File: config.mk
export PLATFORM = sky130hd
export DESIGN_NAME = selftrig_coinc
export DESIGN_NICKNAME = d
export VERILOG_FILES = /design/src/rtl/stc_pkg.sv /design/src/rtl/stc_tap_line.sv /design/src/rtl/stc_sync_gen.sv /design/src/rtl/stc_accept.sv /design/src/rtl/selftrig_coinc.sv
export SDC_FILE = /design/constraint.sdc
export NUM_CORES = 1
export LEC_CHECK = 0
export CORE_MARGIN = 5
export CORE_UTILIZATION = 30
export DETAILED_ROUTE_END_ITERATION = 10
export GPL_TIMING_DRIVEN = 0
export HOLD_SLACK_MARGIN = 0.06
export PLACE_DENSITY = 0.61
export SLEW_MARGIN = 20
export SYNTH_ARGS = -nofsm -noshare
export SYNTH_HDL_FRONTEND = slang
export SYNTH_HIERARCHICAL = 1
export SYNTH_SLANG_ARGS = --single-unit
export TNS_END_PERCENT = 1
File: constraint.sdc
create_clock -name clk_i -period 1.97 [get_ports clk_i]
set_input_delay 0.394 -clock clk_i [delete_from_list [all_inputs] [get_ports clk_i]]
set_output_delay 0.394 -clock clk_i [all_outputs]
set_load 0.03 [all_outputs]
File: src/rtl/stc_pkg.sv
package stc_pkg;

   typedef enum logic [1:0] {
      SRC_INT      = 2'b00,
      SRC_EXT      = 2'b01,
      SRC_BOTH     = 2'b10,
      SRC_BOTH_ALT = 2'b11
   } src_mode_e;

   function automatic logic use_internal(input logic [1:0] mode);
      return mode != SRC_EXT;
   endfunction

   function automatic logic use_external(input logic [1:0] mode);
      return mode != SRC_INT;
   endfunction

endpackage

File: src/rtl/stc_tap_line.sv
// Shift line with a selectable output tap.
// BYPASS=1: tap 0 is the input itself, tap n is n registers deep.
// BYPASS=0: tap n is n+1 registers deep.
module stc_tap_line #(
   parameter int SEL_W  = 3,
   parameter bit BYPASS = 1'b1
) (
   input  logic             clk_i,
   input  logic             rst_ni,
   input  logic             d_i,
   input  logic [SEL_W-1:0] sel_i,
   output logic             q_o
);
   localparam int TAPS   = 2 ** SEL_W;
   localparam int STAGES = BYPASS ? TAPS - 1 : TAPS;

   if (SEL_W < 2) begin : g_bad_sel
      $error("stc_tap_line: SEL_W must be at least 2");
   end

   logic [STAGES-1:0] stage_q;

   always_ff @(posedge clk_i or negedge rst_ni) begin
      if (!rst_ni) stage_q <= '0;
      else         stage_q <= {stage_q[STAGES-2:0], d_i};
   end

   if (BYPASS) begin : g_bypass
      always_comb begin
         if (sel_i == '0) q_o = d_i;
         else             q_o = stage_q[sel_i - 1'b1];
      end
   end else begin : g_registered
      assign q_o = stage_q[sel_i];
   end

endmodule

File: src/rtl/stc_sync_gen.sv
// Frame sync generation: master counter with early link pulse,
// or slave reconstruction of the frame from the received link pulse.
module stc_sync_gen #(
   parameter int FRAME_LEN = 64,
   parameter int DLY_W     = 3
) (
   input  logic             clk_i,
   input  logic             rst_ni,
   input  logic             master_i,
   input  logic [DLY_W-1:0] adv_i,
   input  logic             link_sync_i,
   output logic             link_sync_o,
   output logic             frame_sync_o
);
   localparam int CNT_W = $clog2(FRAME_LEN);
   localparam logic [CNT_W-1:0] LAST_C = CNT_W'(FRAME_LEN - 1);

   if (FRAME_LEN <= (2 ** DLY_W) + 1) begin : g_bad_frame
      $error("stc_sync_gen: FRAME_LEN must exceed the largest advance plus one");
   end
   if (CNT_W <= DLY_W) begin : g_bad_width
      $error("stc_sync_gen: counter narrower than advance field");
   end

   logic [CNT_W-1:0] cnt_q;
   logic             run_q;
   logic [CNT_W-1:0] link_pos;
   logic             m_frame;
   logic             m_link;
   logic             s_frame;

   always_ff @(posedge clk_i or negedge rst_ni) begin
      if (!rst_ni) begin
         run_q <= 1'b0;
         cnt_q <= '0;
      end else begin
         run_q <= 1'b1;
         if (run_q) begin
            if (cnt_q == LAST_C) cnt_q <= '0;
            else                 cnt_q <= cnt_q + 1'b1;
         end
      end
   end

   // The link pulse leads the frame pulse by adv+1 cycles; the extra cycle
   // is the slave's capture register.
   assign link_pos = LAST_C - {{(CNT_W-DLY_W){1'b0}}, adv_i};
   assign m_frame  = run_q && (cnt_q == '0);
   assign m_link   = run_q && (cnt_q == link_pos);

   stc_tap_line #(
      .SEL_W  (DLY_W),
      .BYPASS (1'b0)
   ) slave_line_i (
      .clk_i  (clk_i),
      .rst_ni (rst_ni),
      .d_i    (link_sync_i),
      .sel_i  (adv_i),
      .q_o    (s_frame)
   );

   assign frame_sync_o = master_i ? m_frame : s_frame;
   assign link_sync_o  = master_i & m_link;

endmodule

File: src/rtl/stc_accept.sv
// Merges aligned triggers per source mode and enforces the hold-off.
module stc_accept
   import stc_pkg::*;
#(
   parameter int CROSS_PERIOD = 8
) (
   input  logic       clk_i,
   input  logic       rst_ni,
   input  logic [1:0] mode_i,
   input  logic       int_trig_i,
   input  logic       ext_trig_i,
   output logic       l1a_o
);
   localparam int HOLD_W = (CROSS_PERIOD > 2) ? $clog2(CROSS_PERIOD) : 1;
   localparam logic [HOLD_W-1:0] HOLD_LOAD = HOLD_W'(CROSS_PERIOD - 1);

   if (CROSS_PERIOD < 2) begin : g_bad_period
      $error("stc_accept: CROSS_PERIOD must be at least 2");
   end

   logic              cand;
   logic              fire;
   logic [HOLD_W-1:0] hold_q;

   assign cand = (use_internal(mode_i) & int_trig_i) |
                 (use_external(mode_i) & ext_trig_i);
   assign fire = cand && (hold_q == '0);

   always_ff @(posedge clk_i or negedge rst_ni) begin
      if (!rst_ni) begin
         hold_q <= '0;
         l1a_o  <= 1'b0;
      end else begin
         l1a_o <= fire;
         if (fire)               hold_q <= HOLD_LOAD;
         else if (hold_q != '0)  hold_q <= hold_q - 1'b1;
      end
   end

endmodule

File: src/rtl/selftrig_coinc.sv
module selftrig_coinc #(
   parameter int DLY_W        = 3,
   parameter int FRAME_LEN    = 64,
   parameter int CROSS_PERIOD = 8
) (
   input  logic             clk_i,
   input  logic             rst_ni,
   input  logic             master_i,
   input  logic [1:0]       src_mode_i,
   input  logic [DLY_W-1:0] trig_delay_i,
   input  logic [DLY_W-1:0] sync_adv_i,
   input  logic             hit_i,
   input  logic             live_i,
   input  logic             partner_trig_i,
   input  logic             link_sync_i,
   output logic             local_trig_o,
   output logic             l1a_o,
   output logic             link_sync_o,
   output logic             frame_sync_o
);
   if (DLY_W < 2 || DLY_W > 4) begin : g_bad_dly
      $error("selftrig_coinc: DLY_W must be 2..4");
   end

   logic local_q;
   logic int_aligned;

   // Hit qualified by the live window, registered once.
   always_ff @(posedge clk_i or negedge rst_ni) begin
      if (!rst_ni) local_q <= 1'b0;
      else         local_q <= hit_i & live_i;
   end
   assign local_trig_o = local_q;

   // Internal trigger delayed to meet the partner's copy.
   stc_tap_line #(
      .SEL_W  (DLY_W),
      .BYPASS (1'b1)
   ) trig_line_i (
      .clk_i  (clk_i),
      .rst_ni (rst_ni),
      .d_i    (local_q),
      .sel_i  (trig_delay_i),
      .q_o    (int_aligned)
   );

   stc_accept #(
      .CROSS_PERIOD (CROSS_PERIOD)
   ) accept_i (
      .clk_i      (clk_i),
      .rst_ni     (rst_ni),
      .mode_i     (src_mode_i),
      .int_trig_i (int_aligned),
      .ext_trig_i (partner_trig_i),
      .l1a_o      (l1a_o)
   );

   stc_sync_gen #(
      .FRAME_LEN (FRAME_LEN),
      .DLY_W     (DLY_W)
   ) sync_i (
      .clk_i        (clk_i),
      .rst_ni       (rst_ni),
      .master_i     (master_i),
      .adv_i        (sync_adv_i),
      .link_sync_i  (link_sync_i),
      .link_sync_o  (link_sync_o),
      .frame_sync_o (frame_sync_o)
   );

endmodule

==> flow_metrics.py, run 1 <==
metrics = {
    "clock_tree": {
        "clock_tree.buffer_depth": 2,
        "clk_transition_reported_paths_ps": 100,
        "insertion_delay_ps": 270,
        "number_of_cts_inserted_buffers": 3,
        "clock_tree.root_cell": "sky130_fd_sc_hd__clkbuf_8",
        "cts-htree-levels": 1,
        "numClockSinks": 27,
        "tritoncts_clock_tree": "yes",
    },
    "floorplan": {
        "core_area_sq_mm": 0.00400,
        "initial_util": 0.307,
        "placementRows": 23,
        "fp.dieW_um": 74.0,
        "dieHeight_um": 74.0,
        "design.portCount": 19,
        "die_area_sq_mm": 0.00548,
    },
    "cells_and_area": {
        "antenna_cells": 0,
        "synthToLayoutAreaGrowth_pct": 27.9,
        "ff_latch_area_sq_um": 676,
        "drive_gt1_frac": 0.244,
        "fillCellCount": 381,
        "fin_nets": 145,
        "stdcell_area_sq_mm": 0.00157,
        "multiInputGateArea_sq_um": 553,
        "postLayoutCoreUtil": 0.393,
    },
    "timing": {
        "tns_ps": -135,
        "final.setup.worst_slack_ps": -95.7,
        "relSlewSlack": 0.611,
        "setup_repair_after_global_routing_missed_its_margin": "true",
        "layout_worst_path_cycle_share": 1.05,
        "worst-slew-pin-transition_ps": 583,
        "number_of_hold_violations_in_the_final_report": 0,
        "layout_min_cycle_time_ps": 2070,
        "fmaxAchievable_mhz": 484,
        "clock-skew-final_ps": 8.73,
        "hold-worst-slack_ps": 112,
        "report.final.setup_viol": 2,
        "final_number_of_max_transition_violations": 0,
    },
    "yosys": {
        "avgSynthCellArea_sq_um": 12.6,
        "synth.area.mux_share": 0.110,
        "synth_async_sr_flop_share": 1.00,
        "yosys.area_share.simple": 0.124,
        "synthesized_area_fraction_occupied_by_xor_and_xnor_cells": 0.0427,
        "synth-seq-area-share": 0.549,
        "syn_nets": 119,
        "synth_compound_area_frac": 0.0702,
        "synth-seq-cells": 27,
        "postSynth.topFlopCell": "sky130_fd_sc_hd__dfrtp_1",
        "synth_edf_count": 0,
        "post_synth_inst_count": 98,
        "synthesis.area_sq_mm": 0.00123,
        "netlist-cell-type-count": 31,
        "main_combinational_cell_family_by_area_after_synthesis": "simple AND/OR/NAND/NOR gates",
        "yosys_warnings": 6,
        "synth_fa_ha_area_frac": 0.0610,
    },
    "setup_path": {
        "r2r_start": "trig_line_i/stage_q[0]",
        "critical_path.slowest_cell": "sky130_fd_sc_hd__mux4_2",
        "critical_path.cell_chain": "mux4_2 -> mux2_4 -> inv_2 -> o21ai_1 -> buf_4",
        "r2r_cells": 6,
        "ff2ff_setup_slack_ps": 170,
        "timing_worst_setup_path_type": "register to output port",
        "start_kind": "register",
        "cp_num_buf_inv": 2,
        "path_delay_family": "multiplexers",
        "crit_reg_reg_endpoint": "accept_i/hold_q[1]",
        "cpPeakStageDelay_ps": 450,
        "critical_path_peak_fanout": 2,
        "end_kind": "output port",
        "worstPathRequired_ps": 1580,
        "timing.critical_path.arrival_ps": 1670,
        "timing.critical_path.from": "sync_i/slave_line_i/stage_q[2]",
    },
    "grt": {
        "grt.overflow.total": 0,
        "pin_count_of_the_biggest_net_entering_global_routing": 28,
        "grt.total_usage": 0.0935,
        "first_pass_grt_wire_length_um": 3870,
        "first_global_vias": 850,
        "initial_antenna_violation_count": 0,
    },
    "pwr": {
        "p_per_area_mw_per_mm2": 960,
        "peak_vdd_ir_mv": 0.547,
        "leakage_nw": 0.698,
    },
    "min_path": {
        "min_delay_worst_type": "primary input to asynchronous set/reset pin",
    },
    "outcome": {
        "failed_checks": "negative setup slack",
        "status": "complete, but fails checks",
    },
    "routing": {
        "via_count_of_the_routed_design": 775,
        "vias_per_cell": 4.48,
        "routed_wirelength_um": 2180,
        "dr.first_iter.drc_count": 46,
        "drc": 0,
        "firstDrtPassIters": 4,
        "postRouteAntennaNets": 0,
        "detail_route.wl_per_cell_um": 12.6,
    },
    "flow_run": {
        "max_cap_violations": 0,
    },
    "placement": {
        "routabilityCongestion": 0.800,
        "place_worst_setup_slack_ps": -941,
        "place_area_sq_mm": 0.00147,
        "numPortBuffers": 18,
        "hpwlAfterDp_um": 1510,
    },
}
-- repair_timing --
action                     CTS  global route
gates resized for setup     34             5
setup endpoints to repair    6             6
pin swaps                    3             5
hold buffers                 0             0
setup buffers                3             0
hold endpoints to repair     0             0
-- cell families after synthesis --
group | after synthesis
DFF | 27
and+or+nand+nor | 26
AOI/OAI and AO/OA | 13
buffers and inverters | 11
muxes | 8
adders and majority gates | 6
xor gates and xnor gates | 6
other | 1
-- synth_stat cells, types with 2 or more instances --
cell	instances	share of area
sky130_fd_sc_hd__a21oi_1	2	0.0081
sky130_fd_sc_hd__and2_1	3	0.015
sky130_fd_sc_hd__buf_4	2	0.012
sky130_fd_sc_hd__dfrtp_1	27	0.55
sky130_fd_sc_hd__ha_1	6	0.061
sky130_fd_sc_hd__inv_1	9	0.027
sky130_fd_sc_hd__mux2i_1	3	0.024
sky130_fd_sc_hd__mux4_1	3	0.064
sky130_fd_sc_hd__nand2_1	7	0.021
sky130_fd_sc_hd__nand3_1	2	0.0081
sky130_fd_sc_hd__nand4_1	2	0.010
sky130_fd_sc_hd__nor2_1	5	0.015
sky130_fd_sc_hd__o21ai_0	4	0.016
sky130_fd_sc_hd__o31ai_1	2	0.012
sky130_fd_sc_hd__xnor2_1	2	0.014
sky130_fd_sc_hd__xor2_1	4	0.028
-- metrics by stage --
step                instances  total power, mW
floorplan                  98             1.03
global placement          166             1.14
detailed placement        166             1.16
CTS                       173             1.51
global route              173             1.62
finish                    173             1.51
-- area by class of cell --
class / count / share of cell area
clock inverter: 1 / 0.00477
clock buffer: 3 / 0.0263
buffer: 2 / 0.00955
timing repair buffer: 21 / 0.117
multi-input combinational: 60 / 0.352
tap: 50 / 0.0398
inverter: 9 / 0.0215
sequential: 27 / 0.430
-- routing by layer --
metal	track usage	up-vias	wire [um]
met3	0.0230	4	134
met2	0.153	20	971
met5	0	-	0
met4	0.0604	0	57
met1	0.109	368	1020
li1	-	383	-
-- worst register-to-register path, delay by kind of cell, from the launching register on --
kind	cells	cell delay, ps
compound gates	3	370
flops	1	380
mux	2	790
simple gates	1	150
-- worst max path at each step --
| stage | end | cells past startpoint |
|---|---|---|
| after detailed placement | frame_sync_o | 6 |
| after floorplan | frame_sync_o | 4 |
| final | frame_sync_o | 5 |
| after global routing | frame_sync_o | 5 |
| after CTS | frame_sync_o | 5 |
| after global placement | frame_sync_o | 6 |
-- sequential cells by signal (all words and copies together), names as in the netlist --
signal and count:
accept_i/hold_q 3, accept_i/l1a_o 1, local_trig_o 1, sync_i/cnt_q 6
sync_i/run_q 1, sync_i/slave_line_i/stage_q 8, trig_line_i/stage_q 7
-- power by group --
group	internal (mW)	total (mW)	leakage (nW)	switching, mW
combinational	0.222	0.463	0.346	0.241
sequential	0.652	0.730	0.330	0.0776
clock	0.144	0.316	0.0217	0.173
total	1.02	1.51	0.698	0.491
-- cells in the final DEF (no fill, tap or decap), types with 4 or more instances in the layout --
cell and count:
sky130_fd_sc_hd__buf_4 7, sky130_fd_sc_hd__clkdlybuf4s50_1 11, sky130_fd_sc_hd__dfrtp_1 27, sky130_fd_sc_hd__ha_1 5, sky130_fd_sc_hd__inv_1 6, sky130_fd_sc_hd__nand2_1 7, sky130_fd_sc_hd__nor2_1 4
Note: power is estimated with default switching activity, not from simulation.
==> inputs of run 2 (changes only) <==
- REMOVE_ABC_BUFFERS: default -> 1
==> flow_metrics.py, run 2 (synthesis gave the netlist of run 1 again) <==
metrics = {
    "outcome": {
        "status": "complete, but fails checks",
        "failed_checks": "negative setup slack",
    },
    "setup_path": {
        "path_delay_family": "multiplexers",
        "critical_path.cell_chain": "mux4_2 -> mux2_4 -> inv_2 -> o21ai_2 -> buf_6",
        "ff2ff_setup_slack_ps": 220,
        "worstPathRequired_ps": 1580,
        "r2r_cells": 6,
        "cpPeakStageDelay_ps": 460,
        "end_kind": "output port",
        "start_kind": "register",
        "timing_worst_setup_path_type": "register to output port",
        "critical_path_peak_fanout": 2,
        "timing.critical_path.arrival_ps": 1650,
        "critical_path.slowest_cell": "sky130_fd_sc_hd__mux4_2",
        "cp_num_buf_inv": 2,
        "timing.critical_path.depth": 5,
    },
    "clock_tree": {
        "clock_tree.buffer_depth": 2,
        "clk_transition_reported_paths_ps": 90,
        "tritoncts_clock_tree": "yes",
        "number_of_cts_inserted_buffers": 3,
        "numClockSinks": 27,
        "cts-htree-levels": 1,
        "clock_tree.root_cell": "sky130_fd_sc_hd__clkbuf_8",
        "insertion_delay_ps": 270,
    },
    "timing": {
        "setup_repair_after_global_routing_missed_its_margin": "true",
        "final.setup.worst_slack_ps": -78.2,
        "report.final.setup_viol": 1,
        "layout_min_cycle_time_ps": 2050,
        "worst-slew-pin-transition_ps": 573,
        "clock-skew-final_ps": 1.26,
        "final_number_of_max_transition_violations": 0,
        "hold-worst-slack_ps": 105,
        "layout_worst_path_cycle_share": 1.04,
        "fmaxAchievable_mhz": 488,
        "number_of_hold_violations_in_the_final_report": 0,
        "relSlewSlack": 0.618,
        "tns_ps": -78.2,
    },
    "floorplan": {
        "die_area_sq_mm": 0.00548,
        "design.portCount": 19,
        "placementRows": 23,
        "initial_util": 0.307,
        "fp.dieW_um": 74.0,
        "dieHeight_um": 74.0,
        "core_area_sq_mm": 0.00400,
    },
    "routing": {
        "detail_route.wl_per_cell_um": 12.6,
        "vias_per_cell": 4.62,
        "drc": 0,
        "dr.first_iter.drc_count": 43,
        "firstDrtPassIters": 4,
        "postRouteAntennaNets": 0,
        "routed_wirelength_um": 2200,
        "via_count_of_the_routed_design": 809,
    },
    "grt": {
        "first_global_vias": 934,
        "pin_count_of_the_biggest_net_entering_global_routing": 28,
        "initial_antenna_violation_count": 0,
        "grt.total_usage": 0.0953,
        "first_pass_grt_wire_length_um": 3940,
        "grt.overflow.total": 0,
    },
    "placement": {
        "place_worst_setup_slack_ps": -944,
        "routabilityCongestion": 0.785,
        "placedCellCount": 164,
        "place_area_sq_mm": 0.00145,
        "hpwlAfterDp_um": 1600,
        "numPortBuffers": 18,
    },
    "cells_and_area": {
        "synthToLayoutAreaGrowth_pct": 28.9,
        "largest_register_ff_count": 8,
        "stdcell_area_sq_mm": 0.00159,
        "antenna_cells": 0,
        "layout_commonest_cell": "sky130_fd_sc_hd__dfrtp_1",
        "layoutNonFillerInstCount": 175,
        "drive_gt1_frac": 0.248,
        "fin_nets": 147,
        "postLayoutCoreUtil": 0.396,
        "registers.top_by_ff_count": "sync_i/slave_line_i/stage_q",
        "registers_with_the_most_flip_flops": "sync_i/slave_line_i/stage_q (8), trig_line_i/stage_q (7), sync_i/cnt_q (6)",
        "final_cell_mix": "sky130_fd_sc_hd__dfrtp_1 (27), sky130_fd_sc_hd__clkdlybuf4s50_1 (11), sky130_fd_sc_hd__buf_4 (8)",
        "fillCellCount": 378,
    },
    "min_path": {
        "min_delay_worst_type": "primary input to asynchronous set/reset pin",
    },
    "pwr": {
        "leakage_nw": 0.700,
        "p_per_area_mw_per_mm2": 933,
        "peak_vdd_ir_mv": 0.456,
        "power.total_mw": 1.48,
    },
    "flow_run": {
        "max_cap_violations": 0,
    },
}
-- run 2: changes by cell type in the layout (fill, tap and decap cells not counted), sizes merged --
cell	delta
buf	+3
clkbuf	-1
dlymetal6s2s	-1
dlygate4sd2	+1
-- run 2: metal layers --
layer	vias up	track usage	share of wire
li1	389	-	-
met1	388	0.111	0.43
met2	23	0.155	0.48
met3	9	0.0203	0.046
met4	0	0.0704	0.039
met5	-	0	0
-- run 2: worst reg2reg max path, delay by kind of cell (launching register included) --
kind | cells | cell delay [ps]
flops | 1 | 390
compound gates | 3 | 330
mux | 2 | 780
simple gates | 1 | 140
-- run 2: path summary, 6_finish.rpt --
kind                                                      from                      to
worst max register to register          trig_line_i/stage_q[3]      accept_i/hold_q[1]
worst max-delay path            sync_i/slave_line_i/stage_q[0]            frame_sync_o
max in group asynchronous                               rst_ni         sync_i/cnt_q[2]
worst min register to register          trig_line_i/stage_q[4]  trig_line_i/stage_q[5]
min in group clk_i                      trig_line_i/stage_q[4]  trig_line_i/stage_q[5]
worst min-delay path                                    rst_ni  trig_line_i/stage_q[3]
-- run 2: cell type report --
cell class | instances | area (sq um) | share of cell area
Clock buffer | 3 | 41.3 | 0.0260
Clock inverter | 1 | 7.51 | 0.00474
Inverter | 9 | 33.8 | 0.0213
Multi-Input combinational cell | 60 | 551 | 0.347
Sequential cell | 27 | 676 | 0.426
Tap cell | 50 | 62.6 | 0.0395
Timing Repair Buffer | 25 | 214 | 0.135
-- run 2: power breakdown --
part,internal [mW],leakage (nW),switching [mW]
Clock,0.144,0.0217,0.168
Sequential,0.652,0.330,0.106
Combinational,0.208,0.348,0.202
Total,1.00,0.700,0.476
-- run 2: repair_timing --
| item | CTS | global route |
|---|---|---|
| gates resized for setup | 37 | 3 |
| endpoints found under the setup margin | 6 | 5 |
| setup buffers | 5 | 2 |
| endpoints found under the hold margin | 0 | 0 |
| cloned | 0 | 0 |
| hold buffers | 0 | 0 |
| pin swaps | 6 | 1 |
==> inputs of run 3 (changes only) <==
- CORE_ASPECT_RATIO: default -> 1.25
==> flow_metrics.py, run 3 (synthesis gave the netlist of run 1 again) <==
metrics = {
    "grt": {
        "grt.total_usage": 0.0890,
        "first_pass_grt_wire_length_um": 3760,
        "pin_count_of_the_biggest_net_entering_global_routing": 28,
        "first_global_vias": 894,
        "grt.overflow.total": 0,
        "initial_antenna_violation_count": 0,
    },
    "placement": {
        "place_worst_setup_slack_ps": -962,
        "routabilityCongestion": 0.755,
        "numPortBuffers": 18,
        "placedCellCount": 170,
        "hpwlAfterDp_um": 1560,
    },
    "routing": {
        "detail_route.wl_per_cell_um": 12.0,
        "firstDrtPassIters": 4,
        "vias_per_cell": 4.46,
        "via_count_of_the_routed_design": 780,
        "routed_wirelength_um": 2100,
        "postRouteAntennaNets": 0,
        "drc": 0,
        "dr.first_iter.drc_count": 37,
    },
    "setup_path": {
        "worstPathRequired_ps": 1580,
        "r2r_cells": 6,
        "critical_path_peak_fanout": 2,
        "timing.critical_path.arrival_ps": 1640,
        "ff2ff_setup_slack_ps": 200,
        "r2r_start": "trig_line_i/stage_q[1]",
        "timing_worst_setup_path_type": "register to output port",
        "crit_reg_reg_endpoint": "accept_i/hold_q[1]",
        "end_kind": "output port",
        "start_kind": "register",
    },
    "outcome": {
        "failed_checks": "negative setup slack",
        "status": "complete, but fails checks",
    },
    "clock_tree": {
        "number_of_cts_inserted_buffers": 3,
        "clock_tree.buffer_depth": 2,
        "cts-htree-levels": 1,
        "clock_tree.root_cell": "sky130_fd_sc_hd__clkbuf_8",
        "clk_transition_reported_paths_ps": 90,
        "holdBufCountCts": 0,
        "numClockSinks": 27,
        "tritoncts_clock_tree": "yes",
        "insertion_delay_ps": 260,
    },
    "cells_and_area": {
        "registers.top_by_ff_count": "sync_i/slave_line_i/stage_q",
        "synthToLayoutAreaGrowth_pct": 25.5,
        "fillCellCount": 399,
        "antenna_cells": 0,
        "largest_register_ff_count": 8,
        "fin_nets": 141,
        "drive_gt1_frac": 0.210,
        "layout_commonest_cell": "sky130_fd_sc_hd__dfrtp_1",
        "final_cell_mix": "sky130_fd_sc_hd__dfrtp_1 (27), sky130_fd_sc_hd__clkdlybuf4s50_1 (11), sky130_fd_sc_hd__nand2_1 (7)",
        "layoutNonFillerInstCount": 175,
        "registers_with_the_most_flip_flops": "sync_i/slave_line_i/stage_q (8), trig_line_i/stage_q (7), sync_i/cnt_q (6)",
    },
    "timing": {
        "relSlewSlack": 0.618,
        "setup_repair_after_global_routing_missed_its_margin": "true",
        "worst-slew-pin-transition_ps": 573,
        "report.final.setup_viol": 1,
        "number_of_hold_violations_in_the_final_report": 0,
        "hold-worst-slack_ps": 114,
        "clock-skew-final_ps": 3.24,
        "final.setup.worst_slack_ps": -64.3,
        "tns_ps": -64.3,
        "final_number_of_max_transition_violations": 0,
        "layout_worst_path_cycle_share": 1.03,
        "layout_min_cycle_time_ps": 2030,
        "fmaxAchievable_mhz": 492,
    },
    "floorplan": {
        "die_area_sq_mm": 0.00549,
        "placementRows": 26,
        "initial_util": 0.305,
        "fp.dieW_um": 67.3,
        "dieHeight_um": 81.6,
        "core_area_sq_mm": 0.00403,
        "design.portCount": 19,
    },
    "pwr": {
        "peak_vdd_ir_mv": 0.366,
        "leakage_nw": 0.671,
        "p_per_area_mw_per_mm2": 948,
    },
    "min_path": {
        "min_delay_worst_type": "primary input to asynchronous set/reset pin",
    },
    "flow_run": {
        "max_cap_violations": 0,
    },
}
run 3: cell count changes in the layout (fill, tap and decap cells not counted):
cell	before	now
sky130_fd_sc_hd__buf_4	8	2
sky130_fd_sc_hd__clkbuf_1	0	1
sky130_fd_sc_hd__clkinvlp_4	1	0
sky130_fd_sc_hd__inv_1	7	6
sky130_fd_sc_hd__inv_2	2	3
run 3: area by class of cell:
| type | instances | area [sq um] | share of cell area |
|---|---|---|---|
| Sequential cell | 27 | 676 | 0.438 |
| Multi-Input combinational cell | 60 | 551 | 0.357 |
| Timing Repair Buffer | 19 | 169 | 0.109 |
| Tap cell | 56 | 70.1 | 0.0454 |
| Clock buffer | 4 | 45.0 | 0.0292 |
| Inverter | 9 | 33.8 | 0.0219 |
run 3: stage by stage:
step | power [mW] | util | cell area (sq um)
final | 1.46 | 0.383 | 1540
after global routing | 1.57 | 0.383 | 1540
after CTS | 1.49 | 0.384 | 1550
after detailed placement | 1.15 | 0.363 | 1470
after global placement | 1.11 | 0.363 | 1470
after floorplan | 1.01 | - | 1210
run 3: timing repair:
| action | in CTS | in global routing |
|---|---|---|
| resized for setup | 37 | 4 |
| pin swaps | 5 | 1 |
| setup endpoints to repair | 6 | 5 |
| buffers inserted | 1 | 0 |
| cloned | 0 | 0 |
run 3: where the power goes:
part,internal (mW),total [mW],switching (mW)
Sequential,0.652,0.757,0.104
Combinational,0.202,0.406,0.204
Clock,0.144,0.301,0.156
run 3: how the worst max path moves through the flow:
| stage | startpoint | endpoint |
|---|---|---|
| final | sync_i/slave_line_i/stage_q[5] | frame_sync_o |
| after global routing | sync_i/slave_line_i/stage_q[5] | frame_sync_o |
| after CTS | sync_i/slave_line_i/stage_q[5] | frame_sync_o |
| after detailed placement | sync_adv_i[0] | frame_sync_o |
| after global placement | sync_adv_i[0] | frame_sync_o |
| after floorplan | sync_adv_i[0] | frame_sync_o |
run 3: routing by layer:
| layer | global-route usage | vias to the layer above | wire, um |
|---|---|---|---|
| li1 | - | 374 | - |
| met3 | 0.0287 | 2 | 117 |
| met4 | 0.0243 | 0 | 19 |
| met2 | 0.161 | 17 | 1070 |
| met5 | 0 | - | 0 |
| met1 | 0.0985 | 387 | 896 |
run 3: critical path: stages, from the launching register on:
cell and delay, ps:
sky130_fd_sc_hd__dfrtp_1 390, sky130_fd_sc_hd__mux4_2 470, sky130_fd_sc_hd__mux2_4 280, sky130_fd_sc_hd__inv_2 50
sky130_fd_sc_hd__o21ai_2 50, sky130_fd_sc_hd__buf_6 130
